==> src/rtl/cc_sched_pkg.sv <==
package cc_sched_pkg;

  typedef enum logic [1:0] {
    PH_ACC  = 2'd0,
    PH_IDLE = 2'd1,
    PH_SAMP = 2'd2
  } phase_e;

  // Strobes the control FSM hands to the counter datapath.
  typedef struct packed {
    logic   clear;    // zero the counter and latch a new length
    logic   advance;  // count one cycle
    phase_e lenSel;   // which length to latch on clear
  } ctrl_strb_t;

endpackage

==> src/rtl/cc_sched_dp.sv <==
module cc_sched_dp
  import cc_sched_pkg::*;
#(
  parameter int ACC_BASE_LOG2 = 12,
  parameter int REG_BASE_LOG2 = 13,
  parameter int SAMPLE_CYC    = 393,
  parameter int CNT_W         = REG_BASE_LOG2 + 4
) (
  input  logic       clk,
  input  logic       rstN,
  input  ctrl_strb_t strb,
  input  logic [1:0] accSel,
  input  logic [1:0] regSel,
  output logic       atLast
);

  localparam logic [CNT_W-1:0] ONE      = CNT_W'(1);
  localparam logic [CNT_W-1:0] SAMPLAST = CNT_W'(SAMPLE_CYC - 1);

  logic [CNT_W-1:0] cnt;
  logic [CNT_W-1:0] lastIdx;
  logic [CNT_W-1:0] accLast;
  logic [CNT_W-1:0] idleLast;
  logic [CNT_W-1:0] nextLast;

  always_comb begin
    accLast  = (ONE << (ACC_BASE_LOG2 + int'(accSel))) - ONE;
    idleLast = (ONE << (REG_BASE_LOG2 + int'(regSel))) - ONE;
    unique case (strb.lenSel)
      PH_IDLE: nextLast = idleLast;
      PH_SAMP: nextLast = SAMPLAST;
      default: nextLast = accLast;
    endcase
  end

  always_ff @(posedge clk or negedge rstN) begin
    if (!rstN) begin
      cnt     <= '0;
      lastIdx <= (ONE << ACC_BASE_LOG2) - ONE;
    end else if (strb.clear) begin
      cnt     <= '0;
      lastIdx <= nextLast;
    end else if (strb.advance) begin
      cnt     <= cnt + ONE;
    end
  end

  assign atLast = (cnt == lastIdx);

endmodule

==> src/rtl/cc_sched_ctrl.sv <==
module cc_sched_ctrl
  import cc_sched_pkg::*;
(
  input  logic       clk,
  input  logic       rstN,
  input  logic       runEn,
  input  logic       ctlWr,
  input  logic       ctlVal,
  input  logic       atLast,
  output ctrl_strb_t strb,
  output logic       accDone,
  output logic       sampleDone,
  output logic       regMode
);

  phase_e phase, phaseNext;
  logic   modeQ, modeNext;

  always_comb begin
    phaseNext    = phase;
    modeNext     = modeQ;
    strb.clear   = 1'b0;
    strb.advance = 1'b0;
    strb.lenSel  = phase;
    accDone      = 1'b0;
    sampleDone   = 1'b0;
    if (ctlWr) begin
      // abort: restart in the written mode, no pulse for the cut-off run
      modeNext    = ctlVal;
      phaseNext   = ctlVal ? PH_IDLE : PH_ACC;
      strb.clear  = 1'b1;
      strb.lenSel = phaseNext;
    end else if (!runEn) begin
      phaseNext   = modeQ ? PH_IDLE : PH_ACC;
      strb.clear  = 1'b1;
      strb.lenSel = phaseNext;
    end else if (atLast) begin
      strb.clear = 1'b1;
      unique case (phase)
        PH_IDLE: begin
          phaseNext   = PH_SAMP;
          strb.lenSel = PH_SAMP;
        end
        PH_SAMP: begin
          phaseNext   = PH_IDLE;
          strb.lenSel = PH_IDLE;
          sampleDone  = 1'b1;
        end
        default: begin
          phaseNext   = PH_ACC;
          strb.lenSel = PH_ACC;
          accDone     = 1'b1;
        end
      endcase
    end else begin
      strb.advance = 1'b1;
    end
  end

  always_ff @(posedge clk or negedge rstN) begin
    if (!rstN) begin
      phase <= PH_ACC;
      modeQ <= 1'b0;
    end else begin
      phase <= phaseNext;
      modeQ <= modeNext;
    end
  end

  assign regMode = modeQ;

endmodule

==> src/rtl/cc_interval_sched.sv <==
module cc_interval_sched
  import cc_sched_pkg::*;
#(
  parameter int ACC_BASE_LOG2 = 12,
  parameter int REG_BASE_LOG2 = 13,
  parameter int SAMPLE_CYC    = 393
) (
  input  logic       clk,
  input  logic       rstN,
  input  logic       runEn,
  input  logic [1:0] accSel,
  input  logic [1:0] regSel,
  input  logic       ctlWr,
  input  logic       ctlVal,
  output logic       accDone,
  output logic       sampleDone,
  output logic       regMode
);

  localparam int CNT_W = REG_BASE_LOG2 + 4;

  ctrl_strb_t strb;
  logic       atLast;

  cc_sched_ctrl u_ctrl (
    .clk        (clk),
    .rstN       (rstN),
    .runEn      (runEn),
    .ctlWr      (ctlWr),
    .ctlVal     (ctlVal),
    .atLast     (atLast),
    .strb       (strb),
    .accDone    (accDone),
    .sampleDone (sampleDone),
    .regMode    (regMode)
  );

  cc_sched_dp #(
    .ACC_BASE_LOG2 (ACC_BASE_LOG2),
    .REG_BASE_LOG2 (REG_BASE_LOG2),
    .SAMPLE_CYC    (SAMPLE_CYC),
    .CNT_W         (CNT_W)
  ) u_dp (
    .clk    (clk),
    .rstN   (rstN),
    .strb   (strb),
    .accSel (accSel),
    .regSel (regSel),
    .atLast (atLast)
  );

endmodule

==> config.mk <==
export PLATFORM = sky130hd
export DESIGN_NAME = cc_interval_sched
export DESIGN_NICKNAME = d
export VERILOG_FILES = /design/src/rtl/cc_sched_pkg.sv /design/src/rtl/cc_sched_dp.sv /design/src/rtl/cc_sched_ctrl.sv /design/src/rtl/cc_interval_sched.sv
export SDC_FILE = /design/constraint.sdc
export NUM_CORES = 1
export LEC_CHECK = 0
export ABC_AREA = 1
export BUFFER_PORTS_ARGS = -buffer_cell sky130_fd_sc_hd__buf_2
export CAP_MARGIN = 0
export CELL_PAD_IN_SITES_DETAIL_PLACEMENT = 1
export CELL_PAD_IN_SITES_GLOBAL_PLACEMENT = 2
export CORE_MARGIN = 8
export CORE_UTILIZATION = 39
export CTS_BUF_LIST = sky130_fd_sc_hd__clkbuf_2
export CTS_CLUSTER_SIZE = 28
export DETAILED_ROUTE_END_ITERATION = 16
export MAX_ROUTING_LAYER = met4
export PLACE_DENSITY_LB_ADDON = 0.25
export SYNTH_ARGS = -nofsm -noshare
export SYNTH_HDL_FRONTEND = slang
export SYNTH_HIERARCHICAL = 1
export SYNTH_SLANG_ARGS = --single-unit
==> constraint.sdc <==
create_clock -name clk -period 6.3 [get_ports clk]
set_input_delay 0 -clock clk [delete_from_list [all_inputs] [get_ports clk]]
set_output_delay 0 -clock clk [all_outputs]
set_load 0.005 [all_outputs]
==> flow_summary.yaml <==
run_status:
  status: "finished clean"
synthesis:
  synth.top_cell.area_share_pct: 37.1
  synthMuxAreaShare_pct: 0
  syn-instance-count: 230
  synth_xor_area_share_pct: 2.59
  synthTopCellsByCount: "53 x nand2_1, 40 x inv_1, 25 x dfrtp_1"
  ys_warn_count: 6
  synth_edf_count: 0
  synth_fa_ha_area_share_pct: 3.71
  synth_compound_area_share_pct: 10.7
  synth_area_leaders: "dfrtp_1 37%, nand2_1 12%, inv_1 8.9%"
  synth_top_area_cell: "dfrtp_1"
  syn_nets: 244
  seq_area_frac_synth_pct: 40.2
  synthSimpleGateAreaFrac_pct: 32.9
  syn_area_mm2: 0.00169
  synth_flop_cell: "dfrtp_1"
  synth_cell_types: 28
  synth.most_common_cell: "nand2_1"
  synth_top_family_by_area: "simple AND/OR/NAND/NOR gates"
  synth.avg_cell_area_um2: 7.34
  synth-async-reset-ratio_pct: 100
  synth_seq_cells: 27
layout:
  diodes: 0
  drive_gt1_share_pct: 15.6
  syn2layout_area_growth_pct: 11.9
  fin_nets: 265
  fillerInstances: 554
routing:
  vias_per_cell: 5.02
  vias: 1515
  drtPass1Iterations: 4
  drc_errors: 0
  antenna_violating_nets_post_route: 0
  wl_per_cell_um: 14.5
  finalWirelength_mm: 4.38
  drt_iter0_drc: 53
timing:
  setup_tns_ns: 0
  slew_violations: 0
  worstMarginPinSlew_ns: 0.653
  min_period_over_period_pct: 43.6
  hold_viol_final: 0
  finalWorstSetupSlack_ns: 3.55
  rsz0062_at_grt: "false"
  fmax_mhz: 364
  period_needed_ns: 2.75
  setup_viol: 0
  clock_skew_ns: 0.0395
  slew-limit-headroom_pct: 56.4
min_path:
  worstHoldPathCells: 5
  hp-class: "in2reg"
  min_to: "u_dp/lastIdx[12]"
  hp-start: "accSel[0]"
placement:
  hpwl_mm: 3.33
  gp_congestion: 0.827
  port_buffers: 11
  dpl_worst_slack_ns: 3.61
cts:
  cts_root_buffer: "clkbuf_2"
  clock_latency_ns: 0.39
  tritoncts: "done"
  post_cts_buffers: 0
  path_clk_slew_ns: 0.30
  cts_resized: 0
  clock-sinks: 27
  cts_buffer_depth: 2
  numCtsBuffers: 3
  h-tree-depth: 1
worst_setup_path:
  rr_worst_depth: 14
  reg2reg_slack_ns: 3.55
  r2r_end: "u_dp/cnt[7]"
  critPathArrivalTime_ns: 3.09
  startpoint_type: "flip-flop"
  endpoint_kind: "flip-flop"
  timing.rr.start: "u_dp/cnt[6]"
  required_ns: 6.64
  critPathKind: "reg2reg"
  crit_path_max_fanout: 14
global_route:
  grt_use_met1_pct: 18.1
  antenna_found_initial: 0
  grt_remaining_overflow: 0
  grt.busiest_layer: "met2"
  grt_pass1_wl_mm: 7.71
  first_global_vias: 1634
  gr-usage-met2_pct: 24.9
  grt_max_degree: 28
  grtUsageTotal_pct: 15.2
  grt_use_met3_pct: 3.06
power_and_ir_drop:
  cellLeakagePower_nw: 0.906
  cellPowerDensity_mw_per_mm2: 157
  vdd_drop_max_mv: 0.110
floorplanning:
  fp.dieH_um: 81.8
  core_area_mm2: 0.00426
  io_pins: 12
  chipWidth_um: 81.8
  dieArea_mm2: 0.00669
  start_util_pct: 39.6
  rows: 24
job:
  maxCapViolCount: 0
-- where the power goes --
group	leakage, nW	internal, W	switching (W)	total [W]
Clock	0.0164	0.0000144	0.0000568	0.0000712
Combinational	0.531	0.0000161	0.0000256	0.0000418
Sequential	0.359	0.000180	0.00000415	0.000184
Total	0.906	0.000210	0.0000866	0.000297
-- worst max-delay path by stage --
stage	from	endpoint	slack [ns]
floorplan	u_dp/lastIdx[11]	u_dp/cnt[9]	4.19
global placement	u_dp/cnt[6]	u_dp/cnt[7]	3.75
detailed placement	u_dp/cnt[6]	u_dp/cnt[7]	3.61
CTS	u_dp/cnt[6]	u_dp/cnt[7]	3.55
global route	u_dp/cnt[6]	u_dp/lastIdx[16]	3.22
finish	u_dp/cnt[6]	u_dp/cnt[7]	3.55
-- critical path: stages (launching register included) --
cell     delay (ns)
dfrtp_1        0.54
nand2_1        0.17
inv_1          0.12
nand4_1        0.09
o21ai_0        0.09
nand2_1        0.07
nor2_1         0.26
inv_1          0.12
nand2_2        0.27
inv_1          0.18
nor2_4         0.22
inv_1          0.15
nand2_1        0.12
o21ai_1        0.09
a22oi_1        0.21
-- cells in the final DEF (no fill, tap or decap), types with 7 or more instances in the layout --
| cell type | instances |
|---|---|
| buf_2 | 11 |
| a21oi_1 | 11 |
| nand2_2 | 8 |
| nand3_1 | 13 |
| o21ai_0 | 11 |
| dlygate4sd3_1 | 7 |
| inv_1 | 40 |
| nand2_1 | 53 |
| nor2_1 | 18 |
| dfrtp_1 | 25 |
-- kinds of logic after synthesis --
kind of cell / after synthesis
buffers and inverters: 44
AO/OA/AOI/OAI: 33
XOR/XNOR: 5
adder cells (fa/ha/maj): 5
AND/OR/NAND/NOR: 116
flip-flops: 27
-- final cells by class --
| class | instances | area [µm²] | share of cell area [%] |
|---|---|---|---|
| flip-flops and latches | 27 | 678 | 35.9 |
| inverters | 42 | 158 | 8.34 |
| clock buffers | 3 | 15.0 | 0.795 |
| clock inverters | 1 | 5.00 | 0.265 |
| well taps | 52 | 65.1 | 3.44 |
| multi-input cells | 159 | 843 | 44.6 |
| repair buffers | 18 | 125 | 6.62 |
-- metrics by stage --
step           cells  hold WS (ns)  total power (W)  instance area [µm²]  utilization (%)
3_3_place_gp     291        0.0671         0.000225                 1800             42.2
2_1_floorplan    230        -0.296         0.000211                 1690                -
4_1_cts          302       0.00931         0.000303                 1890             44.3
6_report         302        0.0398         0.000297                 1890             44.3
3_5_place_dp     291        0.0596         0.000225                 1800             42.2
5_1_grt          302        0.0329         0.000317                 1890             44.3
-- metal layers --
metal,wire [µm],vias to the layer above
met3,137,8
li1,-,768
met5,0,-
met1,2050,716
met4,95,0
met2,2100,23
-- what timing repair did --
item | in CTS | in global routing
hold buffers | 7 | 0
endpoints found under the setup margin | 0 | 0
endpoints found under the hold margin | 30 | 0
-- sequential cells by signal, summed over array words and instances, names as in the netlist --
name / flops
u_ctrl/regMode: 1
u_dp/lastIdx: 7
u_ctrl/phase: 2
u_dp/cnt: 17
Note: power is estimated with default switching activity, not from simulation.
